--- src/rtl/te_sync_pkg.sv ---
package te_sync_pkg;
    typedef enum logic [1:0] {
        TE_MODE_OFF   = 2'd0,
        TE_MODE_RSVD  = 2'd1,
        TE_MODE_LINE  = 2'd2,
        TE_MODE_FRAME = 2'd3
    } te_mode_e;
endpackage

--- src/rtl/te_input_sync.sv ---
module te_input_sync #(
    parameter int STAGES = 2
) (
    input  logic clk,
    input  logic rst_n,
    input  logic din,
    output logic dout
);
    logic [STAGES-1:0] sh_d, sh_q;

    always_comb begin
        sh_d = {sh_q[STAGES-2:0], din};
    end

    always_ff @(posedge clk or negedge rst_n) begin
        if (!rst_n) sh_q <= '0;
        else        sh_q <= sh_d;
    end

    assign dout = sh_q[STAGES-1];
endmodule

--- src/rtl/te_pulse_meter.sv ---
module te_pulse_meter #(
    parameter int CNT_W = 13
) (
    input  logic             clk,
    input  logic             rst_n,
    input  logic             tick_en,
    input  logic             level,
    output logic             done,
    output logic [CNT_W-1:0] width
);
    localparam logic [CNT_W-1:0] CNT_MAX = '1;

    typedef struct packed {
        logic             lvl;
        logic [CNT_W-1:0] cnt;
        logic             done;
        logic [CNT_W-1:0] width;
    } meter_t;

    meter_t st_d, st_q;

    always_comb begin
        st_d      = st_q;
        st_d.done = 1'b0;
        st_d.lvl  = level;
        if (level) begin
            if (tick_en && st_q.cnt != CNT_MAX) st_d.cnt = st_q.cnt + 1'b1;
        end else begin
            if (st_q.lvl) begin
                st_d.done  = 1'b1;
                st_d.width = st_q.cnt;
            end
            st_d.cnt = '0;
        end
    end

    always_ff @(posedge clk or negedge rst_n) begin
        if (!rst_n) st_q <= '0;
        else        st_q <= st_d;
    end

    assign done  = st_q.done;
    assign width = st_q.width;

    // a cycle without a tick never advances the running count
    a_r9_tick_gates_count: assert property (@(posedge clk) disable iff (!rst_n)
        (level && st_q.lvl && !tick_en) |=> (st_q.cnt == $past(st_q.cnt)) || !st_q.lvl);
endmodule

--- src/rtl/te_line_tracker.sv ---
module te_line_tracker
    import te_sync_pkg::*;
#(
    parameter int CNT_W  = 13,
    parameter int LINE_W = 11,
    parameter int VS_W   = 9,
    parameter int HS_W   = 3
) (
    input  logic              clk,
    input  logic              rst_n,
    input  logic              hs_done,
    input  logic [CNT_W-1:0]  hs_width,
    input  logic              vs_done,
    input  logic [CNT_W-1:0]  vs_width,
    input  logic [VS_W-1:0]   vs_code,
    input  logic [HS_W-1:0]   hs_code,
    input  te_mode_e          mode,
    input  logic [LINE_W-1:0] target_line,
    input  logic              tear_en,
    output logic              match_n
);
    localparam logic [LINE_W-1:0] LINE_MAX = '1;

    typedef struct packed {
        logic [LINE_W-1:0] line;
        logic              fdone;
        logic              match_n;
    } trk_t;

    trk_t st_d, st_q;
    logic [CNT_W-1:0] vs_ticks, hs_ticks;
    logic vs_evt, hs_evt, hit;

    always_comb begin
        vs_ticks = CNT_W'({1'b0, vs_code} + 1'b1) << 3;
        hs_ticks = CNT_W'(hs_code) + 1'b1;
        vs_evt   = vs_done && (vs_width >= vs_ticks);
        hs_evt   = hs_done && (hs_width >= hs_ticks) && (hs_width < vs_ticks) && !vs_evt;

        st_d         = st_q;
        st_d.match_n = 1'b1;
        if (vs_evt) begin
            st_d.line  = '0;
            st_d.fdone = 1'b0;
        end else if (hs_evt && st_q.line != LINE_MAX) begin
            st_d.line = st_q.line + 1'b1;
        end

        hit = 1'b0;
        case (mode)
            TE_MODE_FRAME: hit = vs_evt;
            TE_MODE_LINE:  hit = (vs_evt || hs_evt) && (st_d.line == target_line);
            default:       hit = 1'b0;
        endcase

        if (tear_en && hit && !st_d.fdone) begin
            st_d.match_n = 1'b0;
            st_d.fdone   = 1'b1;
        end
    end

    always_ff @(posedge clk or negedge rst_n) begin
        if (!rst_n) st_q <= '{line: '0, fdone: 1'b0, match_n: 1'b1};
        else        st_q <= st_d;
    end

    assign match_n = st_q.match_n;

    a_r10_single_low: assert property (@(posedge clk) disable iff (!rst_n)
        !match_n |=> match_n);
    a_r7_no_second_match: assert property (@(posedge clk) disable iff (!rst_n)
        (st_q.fdone && !vs_done) |=> match_n);
    a_r7_line_saturates: assert property (@(posedge clk) disable iff (!rst_n)
        (st_q.line == LINE_MAX && !vs_done) |=> st_q.line == LINE_MAX);
    a_r2_vs_restarts_frame: assert property (@(posedge clk) disable iff (!rst_n)
        (vs_done && vs_width >= vs_ticks) |=> (st_q.line == '0));
    a_r6_enable_gate: assert property (@(posedge clk) disable iff (!rst_n)
        !tear_en |=> match_n);
endmodule

--- src/rtl/te_sync_detector.sv ---
module te_sync_detector
    import te_sync_pkg::*;
#(
    parameter int SYNC_STAGES = 2,
    parameter int LINE_W      = 11,
    parameter int VS_W        = 9,
    parameter int HS_W        = 3,
    localparam int CNT_W      = VS_W + 4
) (
    input  logic              clk,
    input  logic              rst_n,
    input  logic              tick_en,
    input  logic              te_in,
    input  logic              tear_en,
    input  logic [1:0]        sync_mode,
    input  logic [LINE_W-1:0] target_line,
    input  logic [VS_W-1:0]   vs_code,
    input  logic [HS_W-1:0]   hs_code,
    input  logic              hs_invert,
    input  logic              vs_invert,
    output logic              match_n
);
    logic             te_s;
    logic [1:0]       lvl;
    logic [1:0]       done;
    logic [CNT_W-1:0] width [2];

    te_input_sync #(.STAGES(SYNC_STAGES)) sync_i (
        .clk(clk), .rst_n(rst_n), .din(te_in), .dout(te_s)
    );

    assign lvl[0] = te_s ^ hs_invert;
    assign lvl[1] = te_s ^ vs_invert;

    for (genvar g = 0; g < 2; g++) begin : g_meter
        te_pulse_meter #(.CNT_W(CNT_W)) meter_i (
            .clk(clk), .rst_n(rst_n), .tick_en(tick_en), .level(lvl[g]),
            .done(done[g]), .width(width[g])
        );
    end

    te_line_tracker #(
        .CNT_W(CNT_W), .LINE_W(LINE_W), .VS_W(VS_W), .HS_W(HS_W)
    ) trk_i (
        .clk(clk), .rst_n(rst_n),
        .hs_done(done[0]), .hs_width(width[0]),
        .vs_done(done[1]), .vs_width(width[1]),
        .vs_code(vs_code), .hs_code(hs_code),
        .mode(te_mode_e'(sync_mode)), .target_line(target_line),
        .tear_en(tear_en), .match_n(match_n)
    );

    a_r6_mode_quiet: assert property (@(posedge clk) disable iff (!rst_n)
        (sync_mode == 2'd0 || sync_mode == 2'd1) |=> match_n);
endmodule

--- config.mk ---
export PLATFORM = sky130hd
export DESIGN_NAME = te_sync_detector
export DESIGN_NICKNAME = d
export VERILOG_FILES = /design/src/rtl/te_sync_pkg.sv /design/src/rtl/te_input_sync.sv /design/src/rtl/te_pulse_meter.sv /design/src/rtl/te_line_tracker.sv /design/src/rtl/te_sync_detector.sv
export SDC_FILE = /design/constraint.sdc
export NUM_CORES = 1
export LEC_CHECK = 0
export ABC_AREA = 1
export ABC_CLOCK_PERIOD_IN_PS = 3000
export BUFFER_PORTS_ARGS = -buffer_cell sky130_fd_sc_hd__clkbuf_2
export CAP_MARGIN = 20
export CORE_MARGIN = 2
export CORE_UTILIZATION = 45
export DETAILED_ROUTE_END_ITERATION = 16
export MAX_ROUTING_LAYER = met4
export PLACE_DENSITY = 0.61
export SLEW_MARGIN = 20
export SYNTH_ARGS = -nofsm -noshare
export SYNTH_HDL_FRONTEND = slang
export SYNTH_SLANG_ARGS = --single-unit
--- constraint.sdc ---
create_clock -name clk -period 3 [get_ports clk]
set_clock_uncertainty 0.1 [all_clocks]
set_input_delay 0.3 -clock clk [delete_from_list [all_inputs] [get_ports clk]]
set_output_delay 0.3 -clock clk [all_outputs]
set_load 0.02 [all_outputs]
==> reports/results.ini, run 1 <==
[yosys]
syn-mean-instance-area_um2=7.42
yosysTopAreaCell=dfrtp_1
async_reset_ff_frac=1.00
synth_top_area_frac=0.407
synth_area_um2=4310
synthSimpleGateAreaFrac=0.319
ys_warn_count=0
synth_top_family_by_area=simple AND/OR/NAND/NOR gates
synth-xor-area-share=0.0183
synth_cell_types=34
syn-num-nets=634
synth_compound_area_frac=0.0820
synth_adder_area_share=0.0639
synth_area_leaders=dfrtp_1 41%, nand2_1 12%, inv_1 9.0%, ha_1 6.4%, nand3_1 6.3%
ys.flop_type=dfrtp_1
synth_edf_count=0
yosysSeqAreaShare=0.413
syn_inst=580
synthMuxAreaShare=0
synth-seq-cells=71

[global_route]
grt_pass1_wl_mm=16.7
grt_pass1_vias=3743
globalRouteTotalUtil=0.212
overflow=0
antenna_found_initial=0
grt_max_degree=36

[timing]
fmax_mhz=376
slew_viol_final=0
finalSetupViolations=0
finalSetupTns_ns=0
whs_ns=0.101
finalCritPeriodShare=0.887
final_hold_viol_count=0
worst_pin_slew_ns=0.709
period_minus_slack_ns=2.66
setup_ws_ns=0.339
maxSlewHeadroom=0.526

[clock_tree]
cts_tree=built
clockRootBuffer=clkbuf_8
cts_inserted_buffers=9
clkTransAtPathRegs_ns=0.08
cts_max_path_buffers=2
htreeDepth=3
insertion_delay_ns=0.36
cts_sinks=71

[layout]
insertedDiodeCount=0
final_util=0.543
final_nets=692
drive_above_1_share=0.148
fin_cells=772
mostFrequentLayoutCells=142 x nand2_1, 103 x inv_1, 70 x dfrtp_1, 52 x nand3_1, 40 x o21ai_0
final_common_cell=nand2_1
design_area_um2=5020
syn2layout_area_growth_pct=16.6

[route]
drt_iter0_drc=188
drc_errors=0
drt_wl_total_mm=9.96
avgRoutedWirePerCell_um=12.9
num_vias=3825
ant_nets=0
drt-pass1-iter-count=5
vias_per_cell=4.95

[run_status]
status=finished clean

[place]
place_hpwl_mm=7.50
gp_congestion=0.933
dp.cells=748
io_buffers=32
dpl_cell_area_um2=4690
dp_slack_ns=-0.0633

[power]
power_density_nw_per_um2=481
ir_drop_mv=0.257
leakage_nw=2.57
p_total_mw=2.42

[worst_setup_path]
critPathRequiredTime_ns=3.16
crit_slowest_cell=ha_1
setup.worst_path.end_class=flop
r2r-end=trk_i.st_q[1]
slowest_delay_ns=0.32
crit_arrival_ns=2.82
r2r_start=trk_i.st_q[2]
cp_cell_sequence=clkbuf_2, nand3_1, nor2_2, buf_4, nand2_1, ha_1, nand4_1, nand3_1, nor2_4, nand3_4, inv_2, nand2_1, nand2_1, nand3_1, xnor2_1, nor2_1, nand2_1, nand2_1, nand2_1, nand2_1
ff2ff_setup_slack_ns=0.34
r2r_cells=21
path_max_fanout=13
crit_top_cell=nand2_1
worstSetupPathType=in2reg
cp-start-kind=input pin

[die]
core-area_um2=9240
io_pins=33
initial_utilization=0.466
die_h_um=102
rows=35
die_w_um=102
dieArea_um2=10400

[job]
max-cap-violations=0

[min_path]
hp-class=in2reg
hold_path.startpoint=sync_mode[0]
hold_end=trk_i.match_n
hold_depth=4

==> cells in the mapped netlist (2+ instances only) <==
| cell type | count |
|---|---|
| nand2_1 | 142 |
| inv_1 | 103 |
| dfrtp_1 | 70 |
| nand3_1 | 54 |
| o21ai_0 | 40 |
| nor2_1 | 36 |
| ha_1 | 22 |
| nor3_1 | 21 |
| nand4_1 | 18 |
| a21oi_1 | 16 |
| nand3b_1 | 6 |
| xnor2_1 | 6 |
| nand2_2 | 5 |
| clkbuf_1 | 4 |
| nand3_2 | 4 |
| nor2_2 | 4 |
| buf_6 | 3 |
| nor3b_1 | 3 |
| xor2_1 | 3 |
| a211oi_1 | 2 |
| a22oi_1 | 2 |
| a31oi_1 | 2 |
| nor2_4 | 2 |
| nor4_1 | 2 |
==> power by group <==
| part | switching (mW) | leakage (nW) | internal (mW) |
|---|---|---|---|
| registers | 0.0801 | 0.937 | 1.05 |
| logic | 0.352 | 1.55 | 0.199 |
| clock network | 0.388 | 0.0882 | 0.349 |
==> flip-flops by register name, indices dropped and copies added, names as in the netlist <==
signal	flops
g_meter.meter_i.st_q	28
g_meter.meter_i.width	26
trk_i.st_q	12
g_meter.meter_i.done	2
sync_i.sh_q	2
trk_i.match_n	1
==> timing repair <==
item | in CTS | in global routing
buffers inserted | 0 | 3
setup endpoints to repair | 0 | 2
endpoints found under the hold margin | 16 | 0
resized for setup | 0 | 14
hold buffers | 2 | 0
==> metal layers <==
metal	track usage	vias up	routed length (um)	share of wire
li1	-	1991	-	-
met1	0.261	1733	4620	0.46
met2	0.344	88	4720	0.47
met3	0.0547	13	469	0.047
met4	0.0646	0	148	0.015
met5	-	-	0	0
==> kinds of logic (layout without fill, tap and decap cells) <==
family,count (synthesis),count (layout)
AO/OA/AOI/OAI,66,66
XOR/XNOR,9,9
adder cells (fa/ha/maj),22,22
buffers and inverters,113,173
flip-flops,71,71
AND/OR/NAND/NOR,299,302
==> worst max path at each step <==
| stage | slack [ns] | start | depth (start not counted) | end |
|---|---|---|---|---|
| 2_1_floorplan | 0.36 | vs_code[0] | 27 | trk_i.st_q[1] |
| 3_3_place_gp | -0.04 | vs_code[0] | 23 | trk_i.st_q[1] |
| 3_5_place_dp | -0.06 | vs_code[0] | 24 | trk_i.st_q[1] |
| 4_1_cts | 0.31 | trk_i.st_q[2] | 21 | trk_i.st_q[1] |
| 5_1_grt | -0.03 | vs_code[0] | 21 | trk_i.st_q[1] |
| 6_report | 0.34 | vs_code[0] | 20 | trk_i.st_q[1] |
==> critical path: cells and delay by family <==
kind | cells | cell delay [ns]
simple gates | 15 | 1.63
buf+inv | 3 | 0.37
xor+xnor | 1 | 0.18
fa+ha+maj | 1 | 0.32
==> final cells by class <==
class | count | area [um2]
Sequential cell | 71 | 1780
Clock buffer | 11 | 151
Multi-Input combinational cell | 399 | 2180
Clock inverter | 5 | 40.0
Tap cell | 129 | 161
Timing Repair Buffer | 52 | 315
Inverter | 105 | 394
Fill cell | 891 | 4220
(Power assumes the default switching activity.)
==> inputs of run 2 (changes only) <==
- CTS_BUF_LIST: not set -> sky130_fd_sc_hd__clkbuf_16
- PLACE_DENSITY: 0.61 -> 0.6
- SKIP_LAST_GASP: not set -> 1
- SYNTH_HIERARCHICAL: not set -> 1
==> run 2 against run 1 <==
Net effect: non-clock buffer count fell by 6; highest routed layer unchanged; critical endpoint is now trk_i/st_q[1]; critical path depth rose by 8; via count rose by 14%.
==> reports/results.ini, run 2 <==
[run_status]
status=finished clean

[layout]
fin_cells=874
drive_above_1_share=0.178
mostFrequentLayoutCells=193 x nand2_1, 111 x inv_1, 81 x nand3_1, 70 x dfrtp_1, 46 x nor2_1
fillers=1073
final_util=0.511
insertedDiodeCount=0
syn2layout_area_growth_pct=10.1
final_nets=783
top_register=g_meter.meter_i/st_q
final_common_cell=nand2_1
largest_register_ffs=28

[global_route]
grt_max_degree=72
antenna_found_initial=0
grt_pass1_wl_mm=18.2
globalRouteTotalUtil=0.199
overflow=0
grt_pass1_vias=3976

[die]
dieArea_um2=12100
die_h_um=110
initial_utilization=0.464
io_pins=33
die_w_um=110
core-area_um2=10900
rows=38

[place]
place_hpwl_mm=8.15
dp_slack_ns=-0.0463
dp.cells=855
io_buffers=32
gp_congestion=0.883

[power]
p_total_mw=2.92
p_int_mw=2.01
leakage_nw=2.97
switching_share=0.313
power_density_nw_per_um2=525
switchingPower_mw=0.914
clockPowerShare=0.388
combPwrFrac=0.220
ir_drop_mv=0.294
pwr-share-seq=0.392

[worst_setup_path]
cp-start-kind=input pin
setup.worst_path.end_class=flop
worstSetupPathType=in2reg
worst-path-stages=28
crit_top_cell=nand2_1
critPathRequiredTime_ns=3.13
path_buf_inv=6
path_max_fanout=8
crit_arrival_ns=2.85
crit_family=simple AND/OR/NAND/NOR gates
crit_slowest_cell=ha_1
r2r_cells=16
slowest_delay_ns=0.27

[yosys]
synth_area_um2=5050
synth_cell_types=32
syn-mean-instance-area_um2=7.14
yosysSeqAreaShare=0.352
synthTopCellsByCount=193 x nand2_1, 109 x inv_1, 81 x nand3_1
syn_inst=708
synth-seq-cells=71
synth_top_area_frac=0.347
ys_warn_count=6
yosysTopAreaCell=dfrtp_1
synth_most_common_cell=nand2_1
async_reset_ff_frac=1.00
synth_area_leaders=dfrtp_1 35%, nand2_1 14%, inv_1 8.1%, nand3_1 8.0%, ha_1 5.4%
syn-num-nets=762
ys.flop_type=dfrtp_1
synth_edf_count=0

[clock_tree]
cts_max_path_buffers=2
htreeDepth=3
insertion_delay_ns=0.33
cts_sinks=71
cts_inserted_buffers=9
clkTransAtPathRegs_ns=0.06
cts_tree=built
clockRootBuffer=clkbuf_16

[timing]
slew_viol_final=0
maxSlewHeadroom=0.387
finalSetupViolations=0
finalSetupTns_ns=0
fmax_mhz=368
setup_ws_ns=0.281
finalCritPeriodShare=0.906
final_hold_viol_count=0
worst_pin_slew_ns=0.919
period_minus_slack_ns=2.72
rsz0062_at_grt=false

[route]
num_vias=4353
ant_nets=0
drt_iter0_drc=248
avgRoutedWirePerCell_um=12.4
drc_errors=0
drt-pass1-iter-count=5
drt_wl_total_mm=10.8
vias_per_cell=4.98

[min_path]
hp-class=in2async

[job]
max-cap-violations=0

[run 2: metrics by stage]
stage,hold WS [ns],cell area [um2]
2_1_floorplan,-0.0956,5050
3_3_place_gp,0.236,5220
3_5_place_dp,0.246,5220
4_1_cts,0.122,5550
5_1_grt,0.162,5570
6_report,0.0705,5570
[run 2: worst paths after layout]
path / from / end / slack, ns
max reg2reg: trk_i/st_q[2] / trk_i/st_q[1] / 0.46
max: vs_code[1] / trk_i/st_q[1] / 0.28
min: rst_n / g_meter[0].meter_i/width[11] / 0.07
min in group clk: sync_mode[0] / trk_i/match_n / 0.13
min reg2reg: sync_i/sh_q[0] / sync_i/sh_q[1] / 0.26
max in group asynchronous: rst_n / trk_i/st_q[8] / 2.12
[run 2: repair_timing]
action                                 in CTS  in global routing
hold buffers                                1                  0
endpoints found under the hold margin       1                  0
buffers inserted                            0                  2
gates resized for setup                     0                  1
setup endpoints to repair                   0                  2
[run 2: layout make-up]
cell class / count / area (um2) / share of cell area
timing repair buffer: 46 / 280 / 0.0504
clock buffer: 9 / 225 / 0.0405
tap: 140 / 175 / 0.0315
inverter: 117 / 439 / 0.0789
clock inverter: 7 / 90.1 / 0.0162
sequential: 71 / 1780 / 0.319
multi-input combinational: 484 / 2580 / 0.463
[run 2: per-layer routing]
layer,track usage,share of wire,vias up
met5,-,0,-
met4,0.0651,0.014,0
met3,0.0282,0.044,13
met2,0.293,0.43,71
met1,0.281,0.51,1997
li1,-,-,2272
[run 2: power by group through the flow]
stage          Clock (mW)  Sequential [mW]  Combinational, mW
3_3_place_gp            0             1.16              0.623
6_report             1.13             1.15              0.643
4_1_cts              1.17             1.14              0.643
2_1_floorplan           0             1.14              0.498
3_5_place_dp            0             1.16              0.638
5_1_grt              1.21             1.16              0.747
[run 2: cell families (layout without fill, tap and decap cells)]
| family | after synthesis | in the layout | synth area share |
|---|---|---|---|
| compound gates | 56 | 56 | 0.0661 |
| flops | 71 | 71 | 0.352 |
| xor+xnor | 7 | 7 | 0.0121 |
| fa+ha+maj | 22 | 22 | 0.0545 |
| buf+inv | 153 | 179 | 0.139 |
| simple gates | 399 | 399 | 0.376 |
[run 2: worst reg2reg max path, cell delays in order (launching register included)]
cell	delay (ns)
dfrtp_1	0.40
ha_1	0.24
nand2_1	0.12
nor3_1	0.07
nand2_1	0.08
nor2_1	0.06
nor4_1	0.41
nand4_2	0.22
o21bai_2	0.17
nand3_1	0.11
nand2_1	0.07
nand2_1	0.05
nor2_1	0.12
nand3_1	0.09
nand2_1	0.08
nand2_1	0.05
nand2_1	0.05
==> inputs of run 3 (changes only) <==
- CORE_UTILIZATION: 45 -> 53
- PLACE_DENSITY: 0.6 -> 0.69
==> run 3 against run 2 <==
Net effect: register-to-register slack got worse by 0.04 ns; final area shrank 0.85%; sequential power about the same; worst hold slack improved by 0.069 ns; die area is 15% lower; sequential share of layout area grew 0.28 points; non-clock buffer count down 2; power down 3.1%; critical path type unchanged; largest power group unchanged; highest routed layer unchanged.
==> reports/results.ini, run 3 (synthesis results as in run 2) <==
[layout]
fillers=889
largest_register_ffs=28
final_common_cell=nand2_1
insertedDiodeCount=0
syn2layout_area_growth_pct=9.19
mostFrequentLayoutCells=193 x nand2_1, 109 x inv_1, 80 x nand3_1, 70 x dfrtp_1, 46 x nor2_1
final_nets=782
design_area_um2=5520
top_register=g_meter.meter_i/st_q
fin_cells=861
drive_above_1_share=0.179

[power]
p_int_mw=1.92
clockPowerShare=0.366
ir_drop_mv=0.255
pwr-share-seq=0.405
switchingPower_mw=0.911
switching_share=0.322
combPwrFrac=0.229
leakage_nw=2.95
power_density_nw_per_um2=513

[worst_setup_path]
setup.worst_path.end_class=flop
crit_arrival_ns=2.88
worstSetupPathType=in2reg
path_max_fanout=5
critPathRequiredTime_ns=3.17
cp-start-kind=input pin

[die]
die_h_um=102
rows=35
io_pins=33
initial_utilization=0.547
die_w_um=102
core-area_um2=9240
dieArea_um2=10300

[route]
num_vias=4431
drt-pass1-iter-count=4
drt_iter0_drc=228
drt_wl_total_mm=10.7
ant_nets=0
vias_per_cell=5.15
drc_errors=0
avgRoutedWirePerCell_um=12.4

[clock_tree]
cts_tree=built
clockRootBuffer=clkbuf_16
clkTransAtPathRegs_ns=0.06
cts_inserted_buffers=9
cts_sinks=71
insertion_delay_ns=0.33
htreeDepth=3
cts_max_path_buffers=2

[timing]
worst_pin_slew_ns=0.826
fmax_mhz=369
finalCritPeriodShare=0.904
slew_viol_final=0
finalSetupViolations=0
period_minus_slack_ns=2.71
final_hold_viol_count=0
maxSlewHeadroom=0.447

[global_route]
antenna_found_initial=0
overflow=0
grt_max_degree=27
grt_pass1_vias=4353
grt_pass1_wl_mm=19.0
globalRouteTotalUtil=0.235

[run_status]
status=finished clean

[place]
place_hpwl_mm=8.13
dp.cells=842
dpl_cell_area_um2=5180
io_buffers=32
gp_congestion=0.931

[min_path]
hp-class=in2reg

[job]
max-cap-violations=0

-- run 3: changes by cell type in the layout (fill, tap and decap cells not counted), sizes merged --
cell	before	now
buf	14	11
bufinv	2	1
clkinvlp	0	2
dlygate4sd3	1	2
inv	119	117
nand2	213	214
-- run 3: layout make-up --
type                            instances  area, um2  area share
Inverter                              117        439      0.0796
Clock inverter                          6       62.6      0.0113
Clock buffer                            9        225      0.0408
Sequential cell                        71       1780       0.322
Timing Repair Buffer                   44        255      0.0463
Multi-Input combinational cell        485       2600       0.471
Tap cell                              129        161      0.0293
-- run 3: routing by layer --
| layer | global-route usage | routed length [um] | part of all wire | vias up |
|---|---|---|---|---|
| met5 | - | 0 | 0 | - |
| met4 | 0.0811 | 128 | 0.012 | 0 |
| met3 | 0.0366 | 453 | 0.042 | 13 |
| met2 | 0.360 | 4820 | 0.45 | 100 |
| met1 | 0.318 | 5290 | 0.49 | 2054 |
| li1 | - | - | - | 2264 |
-- run 3: final timing paths --
| path | to | from | cells past startpoint | slack [ns] |
|---|---|---|---|---|
| max reg2reg | trk_i/st_q[1] | trk_i/st_q[2] | 16 | 0.42 |
| min reg2reg | sync_i/sh_q[1] | sync_i/sh_q[0] | 0 | 0.25 |
| max in group asynchronous | g_meter[1].meter_i/width[8] | rst_n | 3 | 1.61 |
| max | trk_i/st_q[1] | vs_code[0] | 26 | 0.29 |
| min in group asynchronous | g_meter[0].meter_i/width[11] | rst_n | 2 | 0.42 |
| min | trk_i/match_n | sync_mode[0] | 4 | 0.14 |
-- run 3: worst max-delay path: stages --
cell	delay, ns
clkbuf_2	0.12
ha_2	0.20
nand2_2	0.08
nor2_4	0.10
xor2_1	0.16
inv_1	0.08
ha_1	0.26
nand2_1	0.07
inv_1	0.04
nand2_1	0.05
inv_1	0.03
nand2_1	0.06
nand3_2	0.13
nand2_4	0.13
nand3_2	0.11
nand2_1	0.11
nand3_1	0.13
nand2_1	0.09
nand2_1	0.05
nor2_1	0.11
nand2_1	0.06
nor2_1	0.09
nand3_1	0.10
nand2_1	0.09
nand2_1	0.05
nand2_1	0.05
-- run 3: repair_timing --
action                                  in CTS  in global routing
gates resized for setup                      0                  4
endpoints found under the setup margin       0                  2
endpoints found under the hold margin       24                  0
hold buffers                                 2                  0
buffers inserted                             0                  1
-- run 3: per-stage QoR --
stage               total power [mW]  TNS [ns]  setup slack, ns  hold WS (ns)   util
global placement                1.77         0           0.0884         0.239  0.560
finish                          2.83         0            0.288         0.140  0.597
floorplan                       1.63         0            0.435       -0.0956      -
CTS                             2.84         0            0.278         0.134  0.594
detailed placement              1.79  -0.00162         -0.00162         0.243  0.560
global route                    3.02  -0.00802         -0.00802         0.151  0.597
-- run 3: power by group through the flow --
stage / Combinational (mW) / Sequential [mW] / Clock (mW)
2_1_floorplan: 0.498 / 1.14 / 0
3_3_place_gp: 0.613 / 1.16 / 0
3_5_place_dp: 0.634 / 1.16 / 0
4_1_cts: 0.641 / 1.14 / 1.06
5_1_grt: 0.758 / 1.16 / 1.10
6_report: 0.648 / 1.15 / 1.04
